## config.mk

```make
export PLATFORM = sky130hd
export DESIGN_NAME = dma_cycle_seq
export DESIGN_NICKNAME = d
export VERILOG_FILES = /design/src/rtl/dma_seq_pkg.sv /design/src/rtl/dma_ready_sync.sv /design/src/rtl/dma_seq_fsm.sv /design/src/rtl/dma_strobe_gen.sv /design/src/rtl/dma_count_upd.sv /design/src/rtl/dma_cycle_seq.sv
export SDC_FILE = /design/constraint.sdc
export NUM_CORES = 1
export LEC_CHECK = 0
export BUFFER_PORTS_ARGS = -buffer_cell sky130_fd_sc_hd__buf_2
export CAP_MARGIN = 15
export CORE_UTILIZATION = 40
export DETAILED_ROUTE_END_ITERATION = 6
export PLACE_DENSITY = 0.67
export REMOVE_ABC_BUFFERS = 1
export SYNTH_ARGS = -nofsm -noshare
export SYNTH_HDL_FRONTEND = slang
export SYNTH_SLANG_ARGS = --single-unit
```

## constraint.sdc

```tcl
create_clock -name clk -period 2.6 [get_ports clk]
set_input_delay 0.39 -clock clk [delete_from_list [all_inputs] [get_ports clk]]
set_output_delay 0.39 -clock clk [all_outputs]
set_load 0.03 [all_outputs]
```

## src/rtl/dma_seq_pkg.sv

```systemverilog
package dma_seq_pkg;

    localparam int ADDR_W = 16;
    localparam int CNT_W  = 14;
    localparam int CH_W   = 2;
    localparam int BYTE_W = 8;
    localparam int MARK_W = 7;   // boundary every 2**MARK_W bytes

    typedef enum logic [1:0] {
        CYC_VERIFY = 2'b00,
        CYC_WRITE  = 2'b01,
        CYC_READ   = 2'b10
    } cyc_e;

    typedef enum logic [2:0] {
        ST_IDLE,
        ST_S1,
        ST_S2,
        ST_S3,
        ST_S4
    } seq_state_e;

    // Snapshot of the granted channel, taken on start
    typedef struct packed {
        logic [CH_W-1:0]   chan;
        cyc_e              cyc;
        logic              ext;
        logic              stop;
        logic              autold;
        logic [ADDR_W-1:0] addr;
        logic [CNT_W-1:0]  cnt;
        logic [ADDR_W-1:0] raddr;
        logic [CNT_W-1:0]  rcnt;
    } ctx_t;

    function automatic logic on_boundary(input logic [CNT_W-1:0] c);
        return c[MARK_W-1:0] == '0;
    endfunction

endpackage

```

## src/rtl/dma_ready_sync.sv

```systemverilog
module dma_ready_sync #(
    parameter int STAGES = 2
) (
    input  logic clk,
    input  logic rst,
    input  logic ready_async,
    output logic ready_s
);
    generate
        if (STAGES <= 1) begin : g_single
            logic q;
            always_ff @(posedge clk) begin
                if (rst) q <= 1'b0;
                else     q <= ready_async;
            end
            assign ready_s = q;
        end else begin : g_chain
            logic [STAGES-1:0] sr;
            always_ff @(posedge clk) begin
                if (rst) sr <= '0;
                else     sr <= {sr[STAGES-2:0], ready_async};
            end
            assign ready_s = sr[STAGES-1];
        end
    endgenerate
endmodule

```

## src/rtl/dma_seq_fsm.sv

```systemverilog
module dma_seq_fsm
    import dma_seq_pkg::*;
(
    input  logic       clk,
    input  logic       rst,
    input  logic       start,
    input  logic       ready_s,
    output seq_state_e state
);
    seq_state_e nxt;

    always_comb begin
        nxt = state;
        unique case (state)
            ST_IDLE: if (start) nxt = ST_S1;
            ST_S1:   nxt = ST_S2;
            ST_S2:   nxt = ST_S3;
            ST_S3:   if (ready_s) nxt = ST_S4;
            ST_S4:   nxt = ST_IDLE;
            default: nxt = ST_IDLE;
        endcase
    end

    always_ff @(posedge clk) begin
        if (rst) state <= ST_IDLE;
        else     state <= nxt;
    end

    // a low synchronised ready holds the hold state
    a_r7_wait_hold: assert property (@(posedge clk) disable iff (rst)
        (state == ST_S3 && !ready_s) |=> (state == ST_S3));

    // the finish state always returns to idle
    a_r2_s4_to_idle: assert property (@(posedge clk) disable iff (rst)
        (state == ST_S4) |=> (state == ST_IDLE));

endmodule

```

## src/rtl/dma_strobe_gen.sv

```systemverilog
module dma_strobe_gen
    import dma_seq_pkg::*;
(
    input  logic       clk,
    input  logic       rst,
    input  seq_state_e state,
    input  cyc_e       cyc,
    input  logic       ext,
    output logic       mem_rd_n,
    output logic       mem_wr_n,
    output logic       io_rd_n,
    output logic       io_wr_n
);
    logic rd_phase, wr_phase;

    assign rd_phase = (state == ST_S2) || (state == ST_S3);
    assign wr_phase = (state == ST_S3) || (ext && state == ST_S2);

    assign mem_rd_n = !(cyc == CYC_READ  && rd_phase);
    assign io_wr_n  = !(cyc == CYC_READ  && wr_phase);
    assign io_rd_n  = !(cyc == CYC_WRITE && rd_phase);
    assign mem_wr_n = !(cyc == CYC_WRITE && wr_phase);

    // the read-cycle pair and the write-cycle pair never overlap
    a_r3_pairs_exclusive: assert property (@(posedge clk) disable iff (rst)
        (!mem_rd_n || !io_wr_n) |-> (mem_wr_n && io_rd_n));

    // a write strobe only ever sits inside its read strobe window
    a_r6_wr_inside_rd: assert property (@(posedge clk) disable iff (rst)
        (!io_wr_n |-> !mem_rd_n) and (!mem_wr_n |-> !io_rd_n));

endmodule

```

## src/rtl/dma_count_upd.sv

```systemverilog
module dma_count_upd
    import dma_seq_pkg::*;
#(
    parameter int AUTO_CH = 2
) (
    input  logic [CH_W-1:0]   chan,
    input  logic              stop,
    input  logic              autold,
    input  logic [ADDR_W-1:0] addr,
    input  logic [CNT_W-1:0]  cnt,
    input  logic [ADDR_W-1:0] raddr,
    input  logic [CNT_W-1:0]  rcnt,
    output logic [ADDR_W-1:0] nxt_addr,
    output logic [CNT_W-1:0]  nxt_cnt,
    output logic              at_tc,
    output logic              at_mark,
    output logic              do_reload,
    output logic              do_clr
);
    localparam logic [CH_W-1:0] RELOAD_CH = CH_W'(AUTO_CH);

    assign at_tc     = (cnt == '0);
    assign at_mark   = on_boundary(cnt);
    assign do_reload = autold && at_tc && (chan == RELOAD_CH);
    assign do_clr    = stop && at_tc && !do_reload;
    assign nxt_addr  = do_reload ? raddr : addr + ADDR_W'(1);
    assign nxt_cnt   = do_reload ? rcnt  : cnt - CNT_W'(1);
endmodule

```

## src/rtl/dma_cycle_seq.sv

```systemverilog
module dma_cycle_seq
    import dma_seq_pkg::*;
#(
    parameter int SYNC_STAGES = 2,
    parameter int AUTO_CH     = 2
) (
    input  logic              clk,
    input  logic              rst,
    input  logic              start,
    input  logic [CH_W-1:0]   chan,
    input  logic [1:0]        cyc_type,
    input  logic              ext_write,
    input  logic              stop_on_tc,
    input  logic              auto_load,
    input  logic [ADDR_W-1:0] cur_addr,
    input  logic [CNT_W-1:0]  cur_count,
    input  logic [ADDR_W-1:0] reload_addr,
    input  logic [CNT_W-1:0]  reload_count,
    input  logic              ready,
    output logic              aen,
    output logic              adstb,
    output logic [BYTE_W-1:0] db_out,
    output logic              db_oe,
    output logic [BYTE_W-1:0] addr_lo,
    output logic              mem_rd_n,
    output logic              mem_wr_n,
    output logic              io_rd_n,
    output logic              io_wr_n,
    output logic              tc,
    output logic              mark,
    output logic              wb_valid,
    output logic [CH_W-1:0]   wb_chan,
    output logic [ADDR_W-1:0] wb_addr,
    output logic [CNT_W-1:0]  wb_count,
    output logic              en_clr,
    output logic              upd_flag
);
    seq_state_e state;
    ctx_t       ctx;
    logic       ready_s;
    logic       at_tc, at_mark, do_reload, do_clr;

    dma_ready_sync #(.STAGES(SYNC_STAGES)) u_sync (
        .clk(clk), .rst(rst), .ready_async(ready), .ready_s(ready_s));

    dma_seq_fsm u_fsm (
        .clk(clk), .rst(rst), .start(start), .ready_s(ready_s), .state(state));

    // Snapshot taken only in idle, so inputs are ignored mid-cycle
    always_ff @(posedge clk) begin
        if (rst) begin
            ctx <= '0;
        end else if (state == ST_IDLE && start) begin
            ctx.chan   <= chan;
            ctx.cyc    <= cyc_e'(cyc_type);
            ctx.ext    <= ext_write;
            ctx.stop   <= stop_on_tc;
            ctx.autold <= auto_load;
            ctx.addr   <= cur_addr;
            ctx.cnt    <= cur_count;
            ctx.raddr  <= reload_addr;
            ctx.rcnt   <= reload_count;
        end
    end

    dma_strobe_gen u_strb (
        .clk(clk), .rst(rst), .state(state), .cyc(ctx.cyc), .ext(ctx.ext),
        .mem_rd_n(mem_rd_n), .mem_wr_n(mem_wr_n),
        .io_rd_n(io_rd_n), .io_wr_n(io_wr_n));

    dma_count_upd #(.AUTO_CH(AUTO_CH)) u_upd (
        .chan(ctx.chan), .stop(ctx.stop), .autold(ctx.autold),
        .addr(ctx.addr), .cnt(ctx.cnt), .raddr(ctx.raddr), .rcnt(ctx.rcnt),
        .nxt_addr(wb_addr), .nxt_cnt(wb_count), .at_tc(at_tc),
        .at_mark(at_mark), .do_reload(do_reload), .do_clr(do_clr));

    assign aen      = (state != ST_IDLE);
    assign adstb    = (state == ST_S1);
    assign db_oe    = (state == ST_S1);
    assign db_out   = db_oe ? ctx.addr[ADDR_W-1 -: BYTE_W] : '0;
    assign addr_lo  = aen ? ctx.addr[BYTE_W-1:0] : '0;
    assign tc       = aen && at_tc;
    assign mark     = aen && at_mark;
    assign wb_valid = (state == ST_S4);
    assign wb_chan  = ctx.chan;
    assign en_clr   = wb_valid && do_clr;
    assign upd_flag = wb_valid && do_reload;

    // the address strobe only appears while the bus is owned
    a_r2_adstb_in_aen: assert property (@(posedge clk) disable iff (rst)
        adstb |-> aen);

    // enable clear only on a terminal-count write-back
    a_r11_clr_at_tc: assert property (@(posedge clk) disable iff (rst)
        en_clr |-> (tc && wb_valid));

    // a reload never also clears the enable
    a_r12_reload_keeps_en: assert property (@(posedge clk) disable iff (rst)
        upd_flag |-> (tc && !en_clr));

    // write-back is a single clock followed by bus release
    a_r8_wb_single: assert property (@(posedge clk) disable iff (rst)
        wb_valid |=> (!wb_valid && !aen));

endmodule

```

Word-level counts from Yosys, hierarchy flattened
Cells that the tools add are included.

Memory bits (read-only): 0. Word-level logic and storage cells: 55. Bits of input ports: 71. Bits in writable memories: 0. Register bits: 72. Memories kept: 0. Output and inout port bits: 60. Latch bits: 0.

Bitwise operators: 0. Reduce and logical (&&, ||, !) cells: 26. Div/mod/pow operators: 0. Equality and inequality tests: 9. $add $sub $neg: 2. Order comparisons: 0. Multipliers: 0. Shifts and indexed selects: 0. Mux-type cells: 7.

Operators by type and width (number): $add 16x1->16 const B (1); $mux 16 (1); $mux 8 (2); $logic_and 1x1->1 (14); $logic_not 14->1 (1); $mux 14 (1); $sub 14x1->14 const B (1); $pmux 3 s4 (1); $logic_not 7->1 (1); $eq 3x2->1 const B (2); $mux 3 (2); $logic_not 1->1 (5); $eq 2x2->1 const B (2); $ne 2x2->1 const B (2); $eq 3x1->1 const B (1); $eq 3x3->1 const B (1); $logic_not 3->1 (1); $reduce_bool 3->1 (1); $eq 2x1->1 const B (1); $logic_or 1x1->1 (2); $reduce_and 2->1 (1).

Depth between registers and ports, before layout
Gate-level depths: netlist of the first run.

Depth in word-level cells: 6. Depth in mapped cells: 9. Mapped depth without buffers: 7.

Hierarchy
Synthesis of the first run repeated with hierarchy kept, for this count alone.

Cell total of the unflattened synthesis: 457. Area total of the unflattened synthesis: 4351.7 sq um.

By module, submodules not included: dma_cycle_seq (sequential area each 1341.3 sq um, times used 1, cells each 319, area an instance 3165.5 sq um); dma_count_upd (sequential area each 0.0 sq um, times used 1, cells each 117, area an instance 968.4 sq um); dma_seq_fsm (sequential area each 60.1 sq um, times used 1, cells each 10, area an instance 116.4 sq um); dma_ready_sync (sequential area each 40.0 sq um, times used 1, cells each 4, area an instance 52.6 sq um); dma_strobe_gen (sequential area each 0.0 sq um, times used 1, cells each 7, area an instance 48.8 sq um).

Least setup slack after synthesis of the first run
OpenSTA, ideal clock, no wires.

Path type: register to output. Start point: reg u_fsm.state[0]. End point: out db_out[0]. Required time: 2.210 ns. Buffers on the path: 0. Data arrival time: 1.893 ns. Path slack: 0.317 ns. Stages on the path, launching flop included: 3. Path through: dfxtp_1 -> nor3b_1 -> and2_1.

Cells in the longest elaborated chain, start to end: 2.

RTL lines: start, declared (line dma_seq_fsm.sv:8) `output seq_state_e state`; start signal, assigned (line dma_seq_fsm.sv:26) `else state <= nxt;`; $eq 3x1->1; net adstb (line dma_cycle_seq.sv:21) `output logic adstb,`; $mux 8 (line dma_cycle_seq.sv:80) `assign db_out = db_oe ? ctx.addr[ADDR_W-1 -: BYTE_W] : '0;`; end, declared (line dma_cycle_seq.sv:22) `output logic [BYTE_W-1:0] db_out,`.

The timed path passes the listed nets, and every way through them passes these cells.

Worst setup path after layout of the first run
Start point: reg ctx[31] (netlist name). End point: out wb_addr[3].

Cells in the longest elaborated chain, start to end: 4.

RTL lines: $logic_not 14->1 (line dma_count_upd.sv:22) `assign at_tc = (cnt == '0);`; $logic_and 1x1->1 (2 in series) (line dma_count_upd.sv:24) `assign do_reload = autold && at_tc && (chan == RELOAD_CH);`; $mux 16 (line dma_count_upd.sv:26) `assign nxt_addr = do_reload ? raddr : addr + ADDR_W'(1);`; end, declared (line dma_cycle_seq.sv:33) `output logic [ADDR_W-1:0] wb_addr,`.

No other way between the ends.

==> results.md, run 1 <==
- Status: finished clean
- Via density: 4.97
- # rows: 34
- Fin worst setup slack: 19.9 ps
- Area Growth Syn to Fin: 33.8%
- Proportion of layout cells with a drive suffix above 1: 37.3%
- Power Dens Cells: 608 nW/um^2
- Initial Util: 41.7%
- VDD IR-drop max: 0.226 mV
- Width of the die: 97.5 um
- Highest metal used: met4
- IO Count: 131
- Combinational share of power: 32.3%
- Worst Tran Pin Value: 398 ps
- Fin Setup TNS: 0 ps
- Max clock buf depth: 2
- Initial antenna violation count: 0
- Critical path class: reg2out
- DR WL met3: 500 um
- Worst Path Required: 2210 ps
- H-Tree Depth: 3
- Register bit count reported by yosys: 72
- Arrival time worst endpoint: 2190 ps
- Crit-path cells: inv_2, ha_4, nor3b_4, nand4_1, or2_4, buf_4, nor2_2, a21oi_2, buf_2
- # port buffers: 130
- HPWL after detailed placement: 6.75 mm
- Post-synthesis sequential area ratio: 39.5%
- RSZ-0062 raised after global routing: true
- Rel. slew slack: 73.5%
- Vias in the first global route: 3326
- Die ar.: 9510 um^2
- # nets final: 684
- Overall routing resource usage: 20.4%
- Synth unique cells: 32
- Total CTS buffers: 9
- Synthesized cell area: 3650 um^2
- Mean routed wirelength per cell: 14.0 um
- Avg Inst Size Synth: 7.54 um^2
- Clock Power Share: 25.0%
- DR WL met2: 4.78 mm
- Sw Pwr: 1.03 mW
- R2r setup slk: 990 ps
- CP top delay family: simple AND/OR/NAND/NOR gates
- Tcrit/Tclk final: 99.2%
- Worst-Skew Late Latency: 340 ps
- Maxcap violations: 0
- Die height: 97.5 um
- Area of the core: 8760 um^2
- Remaining Overflow, GRT: 0
- Startpoint Class: register
- Ant. Diodes: 0
- YS warnings: 0
- WL final: 10.1 mm
- Clk_skew: 6.38 ps
- TritonCTS clock tree: done
- First-pass GRT wire length: 15.8 mm
- CTS Root Buffer Type: clkbuf_8
- Wl on met1: 4.72 mm
- LEAKAGE: 2.07 nW
- Total internal power: 1.94 mW
- Post-route minimum period: 2580 ps
- Final Wtd Congestion: 0.779
- # setup viols final: 0
- Mapped Cells: 484
- Remaining antenna violation count after routing: 0
- CP endpoint kind: output port
- Worst Path Max Fanout: 7
- Pin count of the biggest net entering global routing: 37
- Worst-path clk slew: 70 ps
- Reg power frac: 42.7%
- Slowest cell on the critical path: or2_4
- Fin. Hold Viols: 0
- Fmax: 0.388 GHz
- DRC viols: 0
- Delay of the slowest cell on the worst path: 380 ps
- Slew Viols, Final: 0
- Number of iterations in the first detailed-routing pass: 4
- Worst Hold Class: in2reg
- # clock sinks: 72
- DR iter-0 viols: 81
- Sw frac: 34.6%
- Buf/Inv on CP: 3
- DP Worst Slack: 150 ps
- DR vias: 3587
per-layer routing:
| layer | track usage (%) | vias up |
|---|---|---|
| li1 | - | 1820 |
| met1 | 26.7 | 1651 |
| met2 | 33.8 | 108 |
| met3 | 4.39 | 8 |
| met4 | 5.43 | 0 |
| met5 | 0 | - |
what timing repair did:
| action | in CTS | in global routing |
|---|---|---|
| setup endpoints to repair | 31 | 31 |
| hold buffers | 0 | 0 |
| resized for setup | 15 | 81 |
| gates cloned | 2 | 2 |
| setup buffers | 3 | 1 |
| pin swaps | 1 | 4 |
kinds of logic (layout without fill, tap and decap cells):
logic type | Yosys count | after routing | share of synthesized area, %
muxes | 1 | 1 | 0.411
AOI/OAI and AO/OA | 94 | 94 | 15.4
and+or+nand+nor | 250 | 251 | 31.8
adders and majority gates | 2 | 2 | 0.685
buffers and inverters | 40 | 169 | 6.27
DFF | 72 | 72 | 39.5
xor gates and xnor gates | 25 | 25 | 6.00
sequential cells by signal, indices dropped and copies added, names as in the netlist:
register and flops:
wb_chan 2, u_fsm.state 3, ctx 65, u_sync.g_chain.sr 2
worst paths after layout:
kind | startpoint | endpoint | cells after the start
worst max register to register | u_fsm.state[2] | ctx[32] | 5
worst max-delay path | ctx[31] | wb_addr[3] | 9
worst min-delay path | ready | u_sync.g_chain.sr[0] | 2
worst min register to register | u_sync.g_chain.sr[0] | u_sync.g_chain.sr[1] | 1
cell usage in the layout (no fill, tap or decap), drive strengths merged:
cell type    n
nor4         6
nor3         8
clkinv       1
or4          1
and3         2
ha           2
a21oi       92
nor3b        3
and2        10
clkbuf      16
xnor2       16
or2          2
dfxtp       72
nand4        5
nand3b       4
nand2      142
nor2        49
nor2b       12
or3          1
inv          5
xor2         9
o21bai       2
nand3        6
buf        147
mux2         1
power by group through the flow:
stage | logic [mW] | clock network (mW) | registers [mW]
after floorplan | 0.563 | 0 | 1.27
after global placement | 0.834 | 0 | 1.28
after detailed placement | 0.843 | 0 | 1.28
after CTS | 0.872 | 0.768 | 1.26
after global routing | 1.03 | 0.819 | 1.28
final | 0.960 | 0.744 | 1.27
cell type report:
cell class | count | area (um^2)
clock inverters | 1 | 5.00
multi-input cells | 373 | 2120
well taps | 108 | 135
fillers | 866 | 3880
repair buffers | 150 | 1010
flip-flops and latches | 72 | 1440
clock buffers | 13 | 149
inverters | 5 | 18.8
synth_stat cells, drive strengths merged:
library cell | count | share of area (%)
ha | 2 | 0.69
a21oi | 92 | 15
nand3b | 4 | 0.82
or4 | 1 | 0.31
xnor2 | 16 | 3.8
o21bai | 2 | 0.41
nor2b | 12 | 2.1
inv | 5 | 0.51
or3 | 1 | 0.17
buf | 19 | 4.1
nor4 | 6 | 1.4
nand2 | 142 | 15
mux2 | 1 | 0.41
and2 | 10 | 1.7
nand4 | 5 | 0.86
nand3 | 6 | 0.96
nor3 | 8 | 1.2
xor2 | 9 | 2.2
nor2 | 49 | 6.3
and3 | 2 | 0.34
dfxtp | 72 | 39
or2 | 1 | 0.17
nor3b | 3 | 0.75
clkbuf | 16 | 1.6
through the flow:
| stage | std cells | hold WS [ps] | power [mW] | utilization, % | area [um^2] |
|---|---|---|---|---|---|
| final | 722 | 279 | 2.97 | 55.7 | 4880 |
| after global routing | 722 | 264 | 3.13 | 55.7 | 4880 |
| after CTS | 719 | 265 | 2.90 | 52.6 | 4610 |
| after detailed placement | 700 | 429 | 2.13 | 49.7 | 4350 |
| after global placement | 700 | 425 | 2.11 | 49.7 | 4350 |
| after floorplan | 449 | 414 | 1.83 | - | 3440 |
worst register-to-register path, delay by kind of cell, from the launching register on:
family | cells | cell delay (ps)
AO/OA/AOI/OAI | 1 | 130
buffers and inverters | 1 | 310
flip-flops | 1 | 360
AND/OR/NAND/NOR | 3 | 740
(Power assumes the default switching activity.)
==> run 2, diff against run 1 <==
- CORE_UTILIZATION: 40 -> 35
- PLACE_DENSITY: 0.67 -> not set
==> results.md, run 2 (same netlist as run 1, synthesis figures left out) <==
- R2r setup slk: 900 ps
- Remaining Overflow, GRT: 0
- Die height: 104 um
- Flip-flop count of the largest register after layout: 65
- Multi-input combinational cell area: 2050 um^2
- FF-to-FF path depth: 6
- Overall routing resource usage: 18.4%
- Worst Path Required: 2210 ps
- Final Wtd Congestion: 0.784
- HPWL after detailed placement: 6.97 mm
- # port buffers: 130
- IO Count: 131
- Maxcap violations: 0
- DR vias: 3576
- Vias in the first global route: 3397
- RSZ-0062 raised after global routing: true
- Slowest cell on the critical path: or2_4
- # rows: 36
- Die ar.: 10800 um^2
- Beginning of the worst hold path: ready
- Mean routed wirelength per cell: 13.3 um
- Fin. Hold Viols: 0
- TritonCTS clock tree: done
- Worst Hold Class: in2reg
- Initial Util: 36.7%
- DP Worst Slack: 131 ps
- Largest regs: ctx: 65 flops, u_fsm.state: 3 flops
- Fmax: 0.396 GHz
- Worst R2R End: ctx[38]
- Total CTS buffers: 9
- Area Growth Syn to Fin: 32.1%
- Remaining antenna violation count after routing: 0
- Power Dens Cells: 648 nW/um^2
- Fin Setup TNS: 0 ps
- # hold bufs at CTS: 0
- Fin worst setup slack: 73.8 ps
- CTS Root Buffer Type: clkbuf_8
- Reg-to-Reg Start: u_fsm.state[0]
- Critical path class: reg2out
- Tcrit/Tclk final: 97.2%
- # setup viols final: 0
- Worst-Skew Late Latency: 340 ps
- H-Tree Depth: 3
- Rel. slew slack: 56.2%
- Number of iterations in the first detailed-routing pass: 4
- Largest Register: ctx
- Pin count of the biggest net entering global routing: 40
- First-pass GRT wire length: 16.2 mm
- # clock sinks: 72
- # nets final: 678
- Hold EP: u_sync.g_chain.sr[0]
- Delay of the slowest cell on the worst path: 350 ps
- Post-route minimum period: 2530 ps
- Max clock buf depth: 2
- Arrival time worst endpoint: 2140 ps
- WL final: 9.86 mm
- VDD IR-drop max: 0.378 mV
- Leading cell type in the layout, fill and taps excluded: nand2_1
- Worst-path clk slew: 70 ps
- WHS Path Cells: 2
- Initial antenna violation count: 0
- Via density: 4.81
- Status: finished clean
- LEAKAGE: 2.04 nW
- CP endpoint kind: output port
- Buf/Inv on CP: 3
- Clk_skew: 12.2 ps
- Width of the die: 104 um
- Most frequent cells in the layout: 141 x nand2_1, 107 x buf_2, 71 x dfxtp_1, 69 x a21oi_1, 25 x nor2_1
- Slew Viols, Final: 0
- Proportion of layout cells with a drive suffix above 1: 36.3%
- Startpoint Class: register
- Register area: 1440 um^2
- Worst Tran Pin Value: 657 ps
- Fill count: 1039
- DR iter-0 viols: 136
- Worst Path Max Fanout: 19
- Area of the core: 9950 um^2
- DRC viols: 0
- Crit-path cells: inv_2, ha_4, nor3b_4, nand4_1, or2_4, buf_12, nor2_1, a21oi_1, buf_2
- CP top delay family: simple AND/OR/NAND/NOR gates
run 2: cell count changes in the layout (fill, tap and decap cells not counted), sizes merged:
cell | previous run | this run
diode | 0 | 1
bufinv | 0 | 2
clkinv | 1 | 2
or2 | 2 | 1
buf | 147 | 145
clkbuf | 16 | 9
clkinvlp | 0 | 2
run 2: repair_timing:
action | 4_1_cts | 5_1_grt
endpoints found under the setup margin | 31 | 30
setup buffers | 2 | 1
pin swaps | 1 | 2
resized for setup | 28 | 27
gates cloned | 1 | 0
run 2: layer usage:
| layer | vias to the layer above | track usage, % | routed length (um) |
|---|---|---|---|
| met3 | 11 | 4.07 | 579 |
| met4 | 0 | 6.22 | 110 |
| li1 | 1814 | - | - |
| met5 | - | 0 | 0 |
| met1 | 1639 | 24.0 | 4610 |
| met2 | 112 | 29.8 | 4570 |
run 2: worst register-to-register path: cells and delay by family, from the launching register on:
family / cells / cell delay [ps]
buffers and inverters: 2 / 560
flip-flops: 1 / 460
AND/OR/NAND/NOR: 3 / 460
AO/OA/AOI/OAI: 1 / 150
run 2: stage by stage:
stage | hold WS, ps | utilization (%) | cells | instance area (um^2) | power, mW
2_1_floorplan | 414 | - | 449 | 3440 | 1.83
3_3_place_gp | 423 | 44.2 | 723 | 4400 | 2.12
3_5_place_dp | 429 | 44.2 | 723 | 4400 | 2.14
4_1_cts | 254 | 47.5 | 741 | 4730 | 3.14
5_1_grt | 253 | 48.4 | 742 | 4820 | 3.29
6_report | 270 | 48.5 | 743 | 4820 | 3.13
run 2: area by class of cell:
class,instances,area share (%)
inverters,5,0.389
diodes,1,0.0519
multi-input cells,372,42.5
well taps,133,3.45
clock inverters,6,1.76
repair buffers,145,19.4
clock buffers,9,2.57
flip-flops and latches,72,29.9
run 2: report_power, final:
| part | switching, mW | leakage, nW | total (mW) | internal (mW) |
|---|---|---|---|---|
| clock | 0.428 | 0.101 | 0.960 | 0.532 |
| combinational | 0.545 | 1.35 | 0.905 | 0.360 |
| sequential | 0.0800 | 0.590 | 1.26 | 1.18 |
run 2: worst max path at each step:
stage                 start          end  slack, ps  depth (start not counted)
floorplan           ctx[30]  wb_count[6]       -860                          7
global placement    ctx[31]  wb_addr[12]        210                          8
detailed placement  ctx[31]  wb_addr[15]        130                          9
CTS                 ctx[30]  wb_addr[13]         20                          9
global route        ctx[30]  wb_count[2]        -80                          9
finish              ctx[31]  wb_count[6]         70                          9
==> run 3, diff against run 2 <==
--- a/config.mk
+++ b/config.mk
@@ -10,4 +10,6 @@
 export CORE_UTILIZATION = 35
 export DETAILED_ROUTE_END_ITERATION = 6
+export GPL_ROUTABILITY_DRIVEN = 0
+export RECOVER_POWER = 100
 export REMOVE_ABC_BUFFERS = 1
 export SYNTH_ARGS = -nofsm -noshare
==> constraint.sdc (replaced) <==
create_clock -name clk -period 2.6 [get_ports clk]
set_input_delay 0.13 -clock clk [delete_from_list [all_inputs] [get_ports clk]]
set_output_delay 0.13 -clock clk [all_outputs]
set_load 0.03 [all_outputs]
==> results.md, run 3 (same netlist as run 1, synthesis figures left out) <==
- Delay of the slowest cell on the worst path: 350 ps
- # setup viols final: 0
- Initial Util: 36.7%
- Most frequent cells in the layout: 141 x nand2_1, 75 x buf_2, 72 x dfxtp_1, 69 x a21oi_1, 34 x dlygate4sd3_1
- Fill count: 1032
- Fin. Hold Viols: 0
- Crit-path cells: inv_1, ha_1, nor3b_4, nand4_1, or2_4, buf_12, a21oi_2, clkbuf_2
- Clock Power Share: 32.2%
- CP endpoint kind: output port
- Overall routing resource usage: 19.3%
- Largest regs: ctx: 65 flops, u_fsm.state: 3 flops
- Multi-input combinational cell area: 1990 um^2
- # rows: 36
- Startpoint Class: register
- VDD IR-drop max: 0.255 mV
- Worst-Skew Late Latency: 360 ps
- WHS Path Cells: 3
- R2r setup slk: 360 ps
- Arrival time worst endpoint: 2360 ps
- Total internal power: 2.09 mW
- Worst Hold Class: in2reg
- # clock sinks: 72
- Width of the die: 104 um
- Hold EP: ctx[44]
- Die height: 104 um
- Worst Path Required: 2470 ps
- Status: complete, but fails checks
- Rel. slew slack: -23.0%
- Clk_skew: 9.78 ps
- HPWL after detailed placement: 6.82 mm
- TritonCTS clock tree: done
- FF-to-FF path depth: 5
- Sw Pwr: 1.05 mW
- Combinational share of power: 27.6%
- Worst Path Max Fanout: 38
- DRC viols: 0
- Maxcap violations: 1
- WHS: 7.83 ps
- Pin count of the biggest net entering global routing: 57
- Via density: 4.73
- Area of the core: 9950 um^2
- Fmax: 0.401 GHz
- DR vias: 3672
- DR iter-0 viols: 118
- Worst-path clk slew: 80 ps
- WL final: 9.98 mm
- IO Count: 131
- Flip-flop count of the largest register after layout: 65
- Die ar.: 10800 um^2
- Max clock buf depth: 2
- Placed Instance Area: 4340 um^2
- Reg power frac: 40.2%
- LEAKAGE: 2.03 nW
- Slowest cell on the critical path: dfxtp_1
- Sw frac: 33.3%
- Area Growth Syn to Fin: 34.8%
- Largest Register: ctx
- Mean routed wirelength per cell: 12.9 um
- Number of iterations in the first detailed-routing pass: 4
- H-Tree Depth: 3
- # port buffers: 130
- Reg-to-Reg Start: u_fsm.state[2]
- Beginning of the worst hold path: cur_addr[0]
- Post-route minimum period: 2490 ps
- Power Dens Cells: 638 nW/um^2
- CTS Root Buffer Type: clkbuf_8
- Ant. Diodes: 0
- Total CTS buffers: 9
- Design area: 4920 um^2
- Remaining Overflow, GRT: 0
- Tcrit/Tclk final: 95.8%
- Worst Tran Pin Value: 1850 ps
- Vias in the first global route: 3502
- Utilization after layout: 49.4%
- Failing checks: max-capacitance violations, max-slew violations
- Register area: 1440 um^2
- First-pass GRT wire length: 16.7 mm
- Proportion of layout cells with a drive suffix above 1: 28.0%
- Total power: 3.14 mW
- Remaining antenna violation count after routing: 0
- Initial antenna violation count: 0
- # nets final: 712
- Critical path class: reg2out
- Slew Viols, Final: 41
- Leading cell type in the layout, fill and taps excluded: nand2_1
- Worst R2R End: ctx[61]
-- run 3: changes by cell type in the layout (fill, tap and decap cells not counted), sizes merged --
cell / previous run / this run
buf: 145 / 86
clkbuf: 9 / 71
clkinv: 2 / 1
clkinvlp: 2 / 0
diode: 1 / 0
dlygate4sd3: 0 / 34
-- run 3: metal layers --
| layer | up-vias | routed length, um | track usage, % | part of all wire, % |
|---|---|---|---|---|
| li1 | 1876 | - | - | - |
| met1 | 1686 | 4810 | 25.8 | 48 |
| met2 | 99 | 4550 | 30.6 | 46 |
| met3 | 11 | 449 | 3.63 | 4.5 |
| met4 | 0 | 162 | 7.65 | 1.6 |
| met5 | - | 0 | 0 | 0 |
-- run 3: worst max-delay path by stage --
stage,cells past startpoint,from,endpoint,slack [ps]
floorplan,7,ctx[30],wb_count[6],-600
global placement,8,ctx[30],wb_addr[12],300
detailed placement,8,ctx[30],wb_addr[12],180
CTS,8,ctx[30],wb_addr[12],10
global route,9,ctx[30],wb_count[12],-5
finish,8,ctx[30],wb_count[5],110
-- run 3: layout make-up --
type,count,share of cell area [%]
sequential,72,29.3
inverter,5,0.381
multi-input combinational,372,40.5
clock buffer,12,3.15
tap,133,3.38
timing repair buffer,179,22.0
clock inverter,3,1.32
-- run 3: what timing repair did --
item                                    CTS  global route
hold buffers                             34             0
setup buffers                             7             1
gates cloned                              0             0
hold endpoints to repair                 34             0
gates resized for setup                   1             1
endpoints found under the setup margin   23            24
pin swaps                                 1             1
-- run 3: through the flow --
stage	TNS [ps]	setup WS (ps)	cells
6_report	0	108	776
5_1_grt	-7.12	-4.72	776
4_1_cts	0	11.1	775
3_5_place_dp	0	183	719
3_3_place_gp	0	301	719
2_1_floorplan	-18610	-601	449
-- run 3: worst max-delay path: cells and delay by family (launching register included) --
kind / cells / cell delay [ps]
AO/OA/AOI/OAI: 1 / 160
flip-flops: 1 / 350
buffers and inverters: 3 / 500
adder cells (fa/ha/maj): 1 / 210
AND/OR/NAND/NOR: 3 / 760
-- run 3: power by group through the flow --
stage	logic [mW]	clock network [mW]	registers (mW)
final	0.867	1.01	1.26
after global routing	0.950	1.08	1.27
after CTS	0.876	1.04	1.26
after detailed placement	0.834	0	1.29
after global placement	0.827	0	1.28
after floorplan	0.563	0	1.27
